$ cat config.mk
export PLATFORM = sky130hd
export DESIGN_NAME = xstate_tracker
export DESIGN_NICKNAME = d
export VERILOG_FILES = /design/src/rtl/xst_pkg.sv /design/src/rtl/xst_field.sv /design/src/rtl/xst_summary.sv /design/src/rtl/xst_pack.sv /design/src/rtl/xstate_tracker.sv
export SDC_FILE = /design/constraint.sdc
export NUM_CORES = 1
export LEC_CHECK = 0
export CAP_MARGIN = 25
export CORE_AREA = 2 2 60 68
export DETAILED_ROUTE_END_ITERATION = 10
export DIE_AREA = 0 0 62 70
export HOLD_SLACK_MARGIN = 0.05
export PLACE_DENSITY = 0.83
export REMOVE_ABC_BUFFERS = 1
export SLEW_MARGIN = 20
export SYNTH_ARGS = -nofsm -noshare
export SYNTH_HDL_FRONTEND = slang
export SYNTH_SLANG_ARGS = --single-unit
$ cat constraint.sdc
create_clock -name clk -period 3.5 [get_ports clk]
set_input_delay 0.35 -clock clk [delete_from_list [all_inputs] [get_ports clk]]
set_output_delay 0.35 -clock clk [all_outputs]
set_load 0.005 [all_outputs]
$ cat src/rtl/xst_pkg.sv
package xst_pkg;

  typedef enum logic [1:0] {
    XS_OFF   = 2'd0,
    XS_INIT  = 2'd1,
    XS_CLEAN = 2'd2,
    XS_DIRTY = 2'd3
  } xs_state_t;

  // Next value of one field: software write first, then hardware promotion.
  function automatic xs_state_t xs_next(xs_state_t cur, logic wr, logic [1:0] wval,
                                        logic modify);
    xs_state_t nxt;
    nxt = cur;
    if (wr) begin
      nxt = xs_state_t'(wval);
    end else if (modify && (cur == XS_INIT || cur == XS_CLEAN)) begin
      nxt = XS_DIRTY;
    end
    return nxt;
  endfunction

  // A disabled unit faults on any touch.
  function automatic logic xs_is_fault(xs_state_t cur, logic access, logic modify);
    return (access || modify) && (cur == XS_OFF);
  endfunction

endpackage

$ cat src/rtl/xst_field.sv
module xst_field
  import xst_pkg::*;
(
  input  logic       clk,
  input  logic       rst_n,
  input  logic       wr_en,
  input  logic [1:0] wr_val,
  input  logic       access,
  input  logic       modify,
  output logic [1:0] state_o,
  output logic       fault_o,
  output logic       promote_o
);

  xs_state_t state_q;
  xs_state_t state_d;

  always_comb begin
    state_d = xs_next(state_q, wr_en, wr_val, modify);
  end

  always_ff @(posedge clk) begin
    if (!rst_n) begin
      state_q <= XS_OFF;
    end else begin
      state_q <= state_d;
    end
  end

  assign promote_o = !wr_en && modify && (state_q == XS_INIT || state_q == XS_CLEAN);
  assign fault_o   = xs_is_fault(state_q, access, modify);
  assign state_o   = state_q;

  assert_promote_R3: assert property (@(posedge clk) disable iff (!rst_n)
    promote_o |=> state_q == XS_DIRTY);

  assert_off_hold_R4: assert property (@(posedge clk) disable iff (!rst_n)
    (!wr_en && state_q == XS_OFF) |=> state_q == XS_OFF);

  assert_access_hold_R6: assert property (@(posedge clk) disable iff (!rst_n)
    (!wr_en && !modify) |=> $stable(state_q));

  assert_sw_wins_R7: assert property (@(posedge clk) disable iff (!rst_n)
    wr_en |=> state_q == $past(wr_val));

  assert_dirty_hold_R10: assert property (@(posedge clk) disable iff (!rst_n)
    (!wr_en && state_q == XS_DIRTY) |=> state_q == XS_DIRTY);

endmodule

$ cat src/rtl/xst_summary.sv
module xst_summary #(
  parameter int N_UNITS = 2
) (
  input  logic [2*N_UNITS-1:0] fields,
  output logic                 any_dirty
);

  logic [N_UNITS-1:0] unit_dirty;

  for (genvar g = 0; g < N_UNITS; g++) begin : g_unit
    assign unit_dirty[g] = &fields[2*g +: 2];
  end

  assign any_dirty = |unit_dirty;

endmodule

$ cat src/rtl/xst_pack.sv
module xst_pack #(
  parameter int XLEN       = 64,
  parameter int FIELD_BASE = 13,
  parameter int N_UNITS    = 2
) (
  input  logic [2*N_UNITS-1:0] fields,
  input  logic                 any_dirty,
  output logic [XLEN-1:0]      word
);

  localparam int FieldTop = FIELD_BASE + 2*N_UNITS - 1;

  for (genvar b = 0; b < XLEN; b++) begin : g_bit
    if (b == XLEN-1) begin : g_sum
      assign word[b] = any_dirty;
    end else if (b >= FIELD_BASE && b <= FieldTop) begin : g_fld
      assign word[b] = fields[b-FIELD_BASE];
    end else begin : g_zero
      assign word[b] = 1'b0;
    end
  end

endmodule

$ cat src/rtl/xstate_tracker.sv
module xstate_tracker #(
  parameter int XLEN       = 64,
  parameter int FIELD_BASE = 13
) (
  input  logic            clk,
  input  logic            rst_n,
  input  logic            sw_wr_en,
  input  logic [XLEN-1:0] sw_wr_data,
  input  logic            fp_access,
  input  logic            fp_modify,
  input  logic            ext_access,
  input  logic            ext_modify,
  output logic [1:0]      fp_state,
  output logic [1:0]      ext_state,
  output logic            sum_dirty,
  output logic [XLEN-1:0] status_word,
  output logic            fp_fault,
  output logic            ext_fault
);

  localparam int NUnits = 2;
  localparam int FieldW = 2 * NUnits;

  logic [NUnits-1:0] acc_v;
  logic [NUnits-1:0] mod_v;
  logic [NUnits-1:0] fault_v;
  logic [NUnits-1:0] promote_v;
  logic [FieldW-1:0] fields_v;
  logic [FieldW-1:0] wr_fields;

  assign acc_v     = {ext_access, fp_access};
  assign mod_v     = {ext_modify, fp_modify};
  assign wr_fields = sw_wr_data[FIELD_BASE +: FieldW];

  for (genvar u = 0; u < NUnits; u++) begin : g_field
    xst_field u_field (
      .clk       (clk),
      .rst_n     (rst_n),
      .wr_en     (sw_wr_en),
      .wr_val    (wr_fields[2*u +: 2]),
      .access    (acc_v[u]),
      .modify    (mod_v[u]),
      .state_o   (fields_v[2*u +: 2]),
      .fault_o   (fault_v[u]),
      .promote_o (promote_v[u])
    );
  end

  xst_summary #(.N_UNITS(NUnits)) u_sum (
    .fields    (fields_v),
    .any_dirty (sum_dirty)
  );

  xst_pack #(.XLEN(XLEN), .FIELD_BASE(FIELD_BASE), .N_UNITS(NUnits)) u_pack (
    .fields    (fields_v),
    .any_dirty (sum_dirty),
    .word      (status_word)
  );

  assign fp_state  = fields_v[1:0];
  assign ext_state = fields_v[3:2];
  assign fp_fault  = fault_v[0];
  assign ext_fault = fault_v[1];

  assert_fault_off_R4: assert property (@(posedge clk) disable iff (!rst_n)
    (fp_fault |-> fp_state == 2'd0) and (ext_fault |-> ext_state == 2'd0));

  assert_fault_quiet_R5: assert property (@(posedge clk) disable iff (!rst_n)
    (!fp_access && !fp_modify) |-> !fp_fault);

  assert_summary_R8: assert property (@(posedge clk) disable iff (!rst_n)
    sum_dirty == (fp_state == 2'd3 || ext_state == 2'd3));

  assert_promote_one_R3: assert property (@(posedge clk) disable iff (!rst_n)
    sw_wr_en |-> $countones(promote_v) == 0);

endmodule

==> impl_metrics.yaml, run 1 <==
run_status:
  status: "finished, final reports clean"
final_layout:
  multi_input_area_um2: 378
  largest_reg_flops: 4
  area_delta_synth_final_pct: 8.67
  n_fill_cell: 421
  diodes: 0
  nets: 188
  drive_gt1_share_pct: 3.60
  area.sequential_um2: 80.1
detailed_routing:
  dr.pass1.iters: 2
  viasPerCell: 2.83
  vias: 462
  totalWireLength_um: 954
  avgRoutedWirePerCell_um: 5.85
  drc: 0
  postRouteAntennaNets: 0
  drtIter0Drc: 15
global_routing:
  grtUsageMet1_pct: 1.35
  use_met2_pct: 7.06
  grt_pass1_vias: 279
  grt_pass1_wl_mm: 1.04
  grt_usage_pct: 3.62
  grt_overflow: 0
  grt.busiest_layer: "met2"
  antenna_found_initial: 0
  use_met3_pct: 1.30
  grt_max_degree: 9
floorplanning:
  coreArea_um2: 3750
  die_y_um: 70
  fp-row-count: 24
  io_pins: 142
  floorplan.die_area_um2: 4340
  dieWidth_um: 62
  start_util_pct: 19.6
worst_setup_path:
  worstSetupPathType: "reg -> out"
  worstSetupStartpointType: "register"
  critPathCaptureType: "output pin"
  cp_data_required_time_ns: 3.15
  rrSetupSlack_ns: 2.23
  arrival_ns: 1.50
  critPathMaxFanout: 5
power_and_ir_drop:
  switching_power_uw: 60.1
  seqPwrFrac_pct: 24.4
  ir_drop_uv: 63.0
  power.density_nw_per_um2: 280
  p_leak_uw: 0.000429
  p_int_uw: 164
  total_power_uw: 224
  swShare_pct: 26.8
  clkPwrFrac_pct: 43.5
  combPwrFrac_pct: 32.1
sta:
  hold_violations: 0
  final-setup-viol-count: 0
  hold_slack_ns: 0.653
  max_freq_mhz: 541
  rsz0062_at_grt: "no"
  period_minus_slack_ns: 1.85
  finalSetupTns_ns: 0
  drv_slew: 0
  fin_crit_sh_pct: 52.8
  finalClockSkew_ns: 0.0000542
synthesis:
  netlist_instances: 92
  netlist_area_um2: 736
  synth.top_cell.area_share_pct: 65.3
  ys_seq_elements: 4
  yosysWarnings: 0
  syn_avg_cell_area_um2: 8.00
  ys_types: 10
  yosysSeqAreaShare_pct: 10.9
  synth_top_cells_by_area: "buf_4 (65%), dfxtp_1 (11%), ha_1 (6.8%), a211o_1 (4.8%), and3_1 (3.4%)"
  synth_area_leader_cell: "buf_4"
clock_tree:
  clkTransAtPathRegs_ns: 0.03
  htreeDepth: 1
  numCtsBuffers: 3
  cts_resized: 0
  clock-root-buffer: "clkbuf_8"
  cts_tree: "yes"
  cts.sinks: 4
  cts-hold-fix-buffers: 0
  post_cts_buffers: 0
  clock_path_buffers: 2
  insertion_delay_ns: 0.22
place:
  dp_hpwl_um: 856
  port_buffers: 22
  gp_congestion: 0.637
job:
  cap_violations: 0
worst_hold_path:
  hold_path_class: "reg -> reg"
==> critical path, stage by stage, from the launching register on <==
cell and delay, ns:
dfxtp_1 0.34, ha_1 0.20, or2_2 0.30, clkdlybuf4s50_1 0.45
==> final cells by class <==
cell class                 instances  area share, %
multi-input combinational         78           47.3
timing repair buffer              22           27.5
sequential                         4           10.0
tap                               52           8.14
clock buffer                       3           5.16
inverter                           4           1.88
==> layout by cell type, fill, tap and decap left out <==
cell              n
clkbuf_8          3
and3_1            4
ha_1              4
nand2b_1          4
a211o_1           4
o21a_1            2
inv_1             4
conb_1           59
dfxtp_1           4
or2_2             1
clkdlybuf4s50_1  22
==> power by group through the flow <==
stage          Combinational [uW]  Sequential (uW)  Clock, uW
2_1_floorplan                31.0             56.0          0
3_3_place_gp                 70.0             55.6          0
3_5_place_dp                 71.5             55.6          0
4_1_cts                      71.7             55.0        100
5_1_grt                      83.2             55.3        104
6_report                     72.0             54.7       97.5
==> per-stage QoR <==
step / cells / util [%] / area [um^2] / setup slack, ns
6_report: 163 / 21.3 / 800 / 1.65
5_1_grt: 163 / 21.3 / 800 / 1.60
4_1_cts: 163 / 21.3 / 800 / 1.63
3_3_place_gp: 160 / 20.2 / 758 / 1.65
3_5_place_dp: 160 / 20.2 / 758 / 1.65
2_1_floorplan: 86 / - / 473 / 2.25
==> routing by layer <==
| layer | share of wire (%) | routed length [um] |
|---|---|---|
| met5 | 0 | 0 |
| met1 | 23 | 217 |
| met2 | 49 | 472 |
| met3 | 25 | 235 |
| met4 | 3.0 | 29 |
==> Yosys cell counts (all sizes together) <==
master   n
inv      4
and3     4
nand2b   4
o21a     2
dfxtp    4
a211o    4
buf     64
or2      1
conb     1
ha       4
==> kinds of logic (layout without fill, tap and decap cells) <==
| logic type | count (synthesis) | in the layout | synth area share [%] |
|---|---|---|---|
| buf+inv | 68 | 29 | 67.3 |
| simple gates | 9 | 9 | 7.65 |
| compound gates | 6 | 6 | 6.80 |
| fa+ha+maj | 4 | 4 | 6.80 |
| flops | 4 | 4 | 10.9 |
| other cells | 1 | 59 | 0.510 |
==> final timing paths <==
path / from / end / cells past startpoint
min: g_field[0].u_field.state_o[1] / g_field[0].u_field.state_o[1] / 2
min reg2reg: g_field[0].u_field.state_o[1] / g_field[0].u_field.state_o[1] / 2
max: g_field[1].u_field.state_o[0] / status_word[63] / 3
max reg2reg: g_field[1].u_field.state_o[0] / g_field[1].u_field.state_o[1] / 4
Note: power is estimated with default switching activity, not from simulation.
==> inputs of run 2 (changes only) <==
CORE_AREA = 2 2 64 73   (was 2 2 60 68)
DIE_AREA = 0 0 66 75   (was 0 0 62 70)
PLACE_DENSITY = 0.76   (was 0.83)
clock period = 1.6 ns   (was 3.5 ns; I/O delays follow)
==> run 2 against run 1 <==
Against the previous run:
- worst hold slack worse by 0.052 ns
- die area is 14% higher
- non-clock buffer count stayed put
- register-to-register slack worse by 1.9 ns
- combinational power is 120% higher
- count of clock-buffer cells in the layout stayed put
- sequential power is 120% higher
- setup slack worse by 1.6 ns
- clock power is 110% higher
- first-iteration DRC count is 6.7% higher
- flip-flop and latch count stayed put
- critical path type unchanged
- largest cell class unchanged
- largest power group unchanged
==> impl_metrics.yaml, run 2 (same netlist as run 1, synthesis figures left out) <==
clock_tree:
  insertion_delay_ns: 0.21
  htreeDepth: 1
  post_cts_buffers: 0
  cts-hold-fix-buffers: 0
  clock_path_buffers: 2
  numCtsBuffers: 3
  cts_tree: "yes"
  clkTransAtPathRegs_ns: 0.03
  clock-root-buffer: "clkbuf_8"
  cts.sinks: 4
worst_setup_path:
  crit_path_start: "g_field[0].u_field.state_o[1]"
  r2r_cells: 4
  cp_data_required_time_ns: 1.44
  worstSetupPathType: "reg -> out"
  rrSetupSlack_ns: 0.35
  worstSetupStartpointType: "register"
  critPathMaxFanout: 5
  arrival_ns: 1.36
  rr_startpoint: "g_field[0].u_field.state_o[1]"
  r2r-end: "g_field[0].u_field.state_o[1]"
  endpoint: "fp_fault"
  critPathCaptureType: "output pin"
job:
  cap_violations: 0
power_and_ir_drop:
  p_int_uw: 358
  ir_drop_uv: 148
  combPwrFrac_pct: 32.0
  clkPwrFrac_pct: 43.1
  switching_power_uw: 128
  swShare_pct: 26.4
  p_leak_uw: 0.000438
  power.density_nw_per_um2: 605
  seqPwrFrac_pct: 24.9
detailed_routing:
  viasPerCell: 2.79
  drc: 0
  avgRoutedWirePerCell_um: 6.27
  drtIter0Drc: 16
  dr.pass1.iters: 2
  vias: 460
  totalWireLength_mm: 1.03
  postRouteAntennaNets: 0
final_layout:
  final_common_cell: "conb_1"
  fin_util_pct: 19.2
  diodes: 0
  largest_reg_flops: 4
  final_area_um2: 803
  nets: 188
  area_delta_synth_final_pct: 9.18
  layout_common_cells: "conb_1 (59), clkdlybuf4s50_1 (20)"
  drive_gt1_share_pct: 6.31
place:
  place_area_um2: 761
  dp_hpwl_um: 911
  port_buffers: 22
  gp_congestion: 0.540
sta:
  final-setup-viol-count: 0
  period_minus_slack_ns: 1.52
  hold_slack_ns: 0.601
  finalClockSkew_ns: 0.0000338
  fin_crit_sh_pct: 94.9
  finalSetupTns_ns: 0
  rsz0062_at_grt: "no"
  hold_violations: 0
  max_freq_mhz: 658
  drv_slew: 0
global_routing:
  antenna_found_initial: 0
  grt_pass1_vias: 310
  grt_usage_pct: 3.96
  grt_max_degree: 9
  grt_overflow: 0
  grt_pass1_wl_mm: 1.32
floorplanning:
  dieWidth_um: 66
  io_pins: 142
  die_y_um: 75
  floorplan.die_area_um2: 4950
  fp-row-count: 25
  coreArea_um2: 4190
  start_util_pct: 17.6
worst_hold_path:
  hold_path_class: "in -> reg"
run_status:
  status: "finished, final reports clean"
-- run 2: cell types whose count changed in the layout (fill, tap and decap cells not counted), sizes merged --
cell / change
clkdlybuf4s50: -2
dlygate4sd2: +2
-- run 2: worst min path at each step --
stage | start | cells past startpoint | slack, ns | to
3_5_place_dp | g_field[1].u_field.state_o[1] | 2 | 0.66 | g_field[1].u_field.state_o[1]
5_1_grt | rst_n | 2 | 0.63 | g_field[1].u_field.state_o[1]
2_1_floorplan | rst_n | 1 | 0.31 | g_field[0].u_field.state_o[0]
6_report | rst_n | 2 | 0.60 | g_field[1].u_field.state_o[0]
3_3_place_gp | g_field[1].u_field.state_o[1] | 2 | 0.65 | g_field[1].u_field.state_o[1]
4_1_cts | rst_n | 2 | 0.61 | g_field[1].u_field.state_o[0]
-- run 2: what timing repair did --
item | in CTS | in global routing
hold endpoints to repair | 0 | 0
gates resized for setup | 3 | 2
cloned | 0 | 0
setup endpoints to repair | 2 | 2
-- run 2: worst max-delay path: stages (launching register included) --
cell and delay (ns):
dfxtp_1 0.38, inv_1 0.06, ha_1 0.17, o21a_1 0.10
clkdlybuf4s50_1 0.43
-- run 2: layout make-up --
type / count / area, um^2
tap: 54 / 67.6
multi-input combinational: 78 / 378
inverter: 4 / 15.0
sequential: 4 / 83.8
clock buffer: 3 / 41.3
timing repair buffer: 22 / 218
fill: 481 / 3390
-- run 2: power groups by stage --
stage / combinational (uW) / sequential, uW / clock [uW]
floorplan: 67.9 / 122 / 0
global placement: 153 / 121 / 0
detailed placement: 157 / 122 / 0
CTS: 154 / 121 / 216
global route: 178 / 123 / 221
finish: 155 / 121 / 209
-- run 2: routing by layer --
metal	vias up	part of all wire, %	global-route usage, %
li1	204	-	-
met1	190	25	2.89
met2	64	46	6.17
met3	2	27	2.39
met4	0	0.87	5.44
met5	-	0	0
-- run 2: stage by stage --
| step | power, uW | std cells | setup WS (ns) |
|---|---|---|---|
| floorplan | 190 | 86 | 0.351 |
| global placement | 274 | 162 | 0.151 |
| detailed placement | 278 | 162 | 0.124 |
| CTS | 491 | 165 | 0.0512 |
| global route | 522 | 165 | 0.00155 |
| finish | 486 | 165 | 0.0809 |
==> inputs of run 3 (changes only) <==
CORE_AREA = 2 2 61 69   (was 2 2 64 73)
DIE_AREA = 0 0 63 71   (was 0 0 66 75)
PLACE_DENSITY = 0.81   (was 0.76)
clock period = 1.65 ns   (was 1.6 ns; I/O delays follow)
==> run 3 against run 2 <==
Against the previous run:
- utilization rose by 1.7 points
- worst hold slack improved by 0.016 ns
- sequential share of layout area fell by 0.39 points
- via count rose by 0.22%
- first-iteration DRC count fell by 19%
- highest routed layer unchanged
- largest power group unchanged
- design area fell by 0.78%
- sequential power fell by 4%
==> impl_metrics.yaml, run 3 (same netlist as run 1, synthesis figures left out) <==
worst_setup_path:
  cp_data_required_time_ns: 1.48
  crit_path_start: "g_field[0].u_field.state_o[0]"
  rr_startpoint: "g_field[0].u_field.state_o[0]"
  worstSetupStartpointType: "register"
  endpoint: "fp_fault"
  worstSetupPathType: "reg -> out"
  crit_buf_inv: 2
  crit_cells: 4
  critPathMaxFanout: 5
  path_delay_family: "buffers and inverters"
  critPathSlowestCell: "clkdlybuf4s50_1"
  r2r-end: "g_field[0].u_field.state_o[1]"
  r2r_cells: 4
  slowest_delay_ns: 0.43
  critPathCaptureType: "output pin"
  crit_chain: "inv_1, ha_1, o21a_1, clkdlybuf4s50_1"
  rrSetupSlack_ns: 0.39
  arrival_ns: 1.38
sta:
  finalSetupTns_ns: 0
  hold_slack_ns: 0.618
  drv_slew: 0
  hold_violations: 0
  max_freq_mhz: 648
  fin_crit_sh_pct: 93.5
  rsz0062_at_grt: "no"
  finalClockSkew_ns: 0.00000391
  final-setup-viol-count: 0
  period_minus_slack_ns: 1.54
global_routing:
  antenna_found_initial: 0
  grt_pass1_vias: 302
  grt_max_degree: 9
  grt_pass1_wl_mm: 1.26
  grt_overflow: 0
  grt_usage_pct: 4.03
power_and_ir_drop:
  p_leak_uw: 0.000437
  switching_power_uw: 122
  seqPwrFrac_pct: 24.9
  total_power_uw: 467
  p_int_uw: 345
  swShare_pct: 26.1
  ir_drop_uv: 138
  power.density_nw_per_um2: 586
  combPwrFrac_pct: 31.9
  clkPwrFrac_pct: 43.2
final_layout:
  area_delta_synth_final_pct: 8.33
  final_common_cell: "conb_1"
  layout_common_cells: "conb_1 (59), clkdlybuf4s50_1 (20)"
  area.sequential_um2: 80.1
  diodes: 0
  final_area_um2: 797
  n_fill_cell: 432
  drive_gt1_share_pct: 3.60
  multi_input_area_um2: 378
  largest_reg_flops: 4
  nets: 188
clock_tree:
  insertion_delay_ns: 0.22
  clock_path_buffers: 2
  cts-hold-fix-buffers: 0
  htreeDepth: 1
  cts.sinks: 4
  clkTransAtPathRegs_ns: 0.03
  cts_tree: "yes"
  numCtsBuffers: 3
  clock-root-buffer: "clkbuf_8"
  post_cts_buffers: 0
floorplanning:
  fp-row-count: 24
  start_util_pct: 19.3
  die_y_um: 71
  floorplan.die_area_um2: 4470
  dieWidth_um: 63
  coreArea_um2: 3810
  io_pins: 142
place:
  port_buffers: 22
  dp_hpwl_um: 881
  gp_congestion: 0.546
  place_area_um2: 758
run_status:
  status: "finished, final reports clean"
detailed_routing:
  drc: 0
  vias: 461
  viasPerCell: 2.83
  drtIter0Drc: 13
  dr.pass1.iters: 2
  avgRoutedWirePerCell_um: 5.89
  postRouteAntennaNets: 0
  totalWireLength_um: 960
job:
  cap_violations: 0
worst_hold_path:
  hold_path_class: "in -> reg"
[run 3: cell counts in the layout (fill, tap and decap cells not counted)]
Identical to the previous run, type by type.
[run 3: worst min-delay path by stage]
stage | start | endpoint | slack (ns) | cells after the start
CTS | rst_n | g_field[0].u_field.state_o[1] | 0.64 | 2
floorplan | rst_n | g_field[0].u_field.state_o[0] | 0.31 | 1
detailed placement | g_field[1].u_field.state_o[1] | g_field[1].u_field.state_o[1] | 0.64 | 2
global route | rst_n | g_field[0].u_field.state_o[1] | 0.64 | 2
global placement | g_field[1].u_field.state_o[1] | g_field[1].u_field.state_o[1] | 0.65 | 2
finish | rst_n | g_field[0].u_field.state_o[0] | 0.62 | 2
[run 3: layout make-up]
cell class              count  share of cell area [%]
clock buffers               3                    5.18
well taps                  52                    8.16
multi-input cells          78                    47.4
inverters                   4                    1.88
flip-flops and latches      4                    10.0
repair buffers             22                    27.3
[run 3: stage by stage]
| step | std cells | utilization (%) | worst slack, ns |
|---|---|---|---|
| 4_1_cts | 163 | 20.9 | 0.0893 |
| 3_3_place_gp | 160 | 19.9 | 0.192 |
| 2_1_floorplan | 86 | - | 0.401 |
| 3_5_place_dp | 160 | 19.9 | 0.195 |
| 5_1_grt | 163 | 20.9 | 0.0199 |
| 6_report | 163 | 20.9 | 0.107 |
[run 3: worst register-to-register path: stages (launching register included)]
cell and delay (ns):
dfxtp_1 0.38, inv_1 0.07, ha_1 0.30, a211o_1 0.25, and3_1 0.15
[run 3: power groups by stage]
| stage | registers [uW] | logic, uW | clock network [uW] |
|---|---|---|---|
| final | 116 | 149 | 202 |
| after global routing | 118 | 168 | 217 |
| after floorplan | 119 | 65.8 | 0 |
| after detailed placement | 118 | 151 | 0 |
| after global placement | 118 | 149 | 0 |
| after CTS | 117 | 149 | 206 |
[run 3: repair_timing]
| action | in CTS | in global routing |
|---|---|---|
| gates resized for setup | 2 | 0 |
| setup endpoints to repair | 2 | 0 |
| hold endpoints to repair | 0 | 0 |
[run 3: routing by layer]
layer	share of wire [%]	vias to the layer above	track usage (%)	wire (um)
li1	-	203	-	-
met1	22	190	2.51	215
met2	49	63	6.74	473
met3	24	5	2.23	228
met4	4.4	0	5.93	42
met5	0	-	0	0
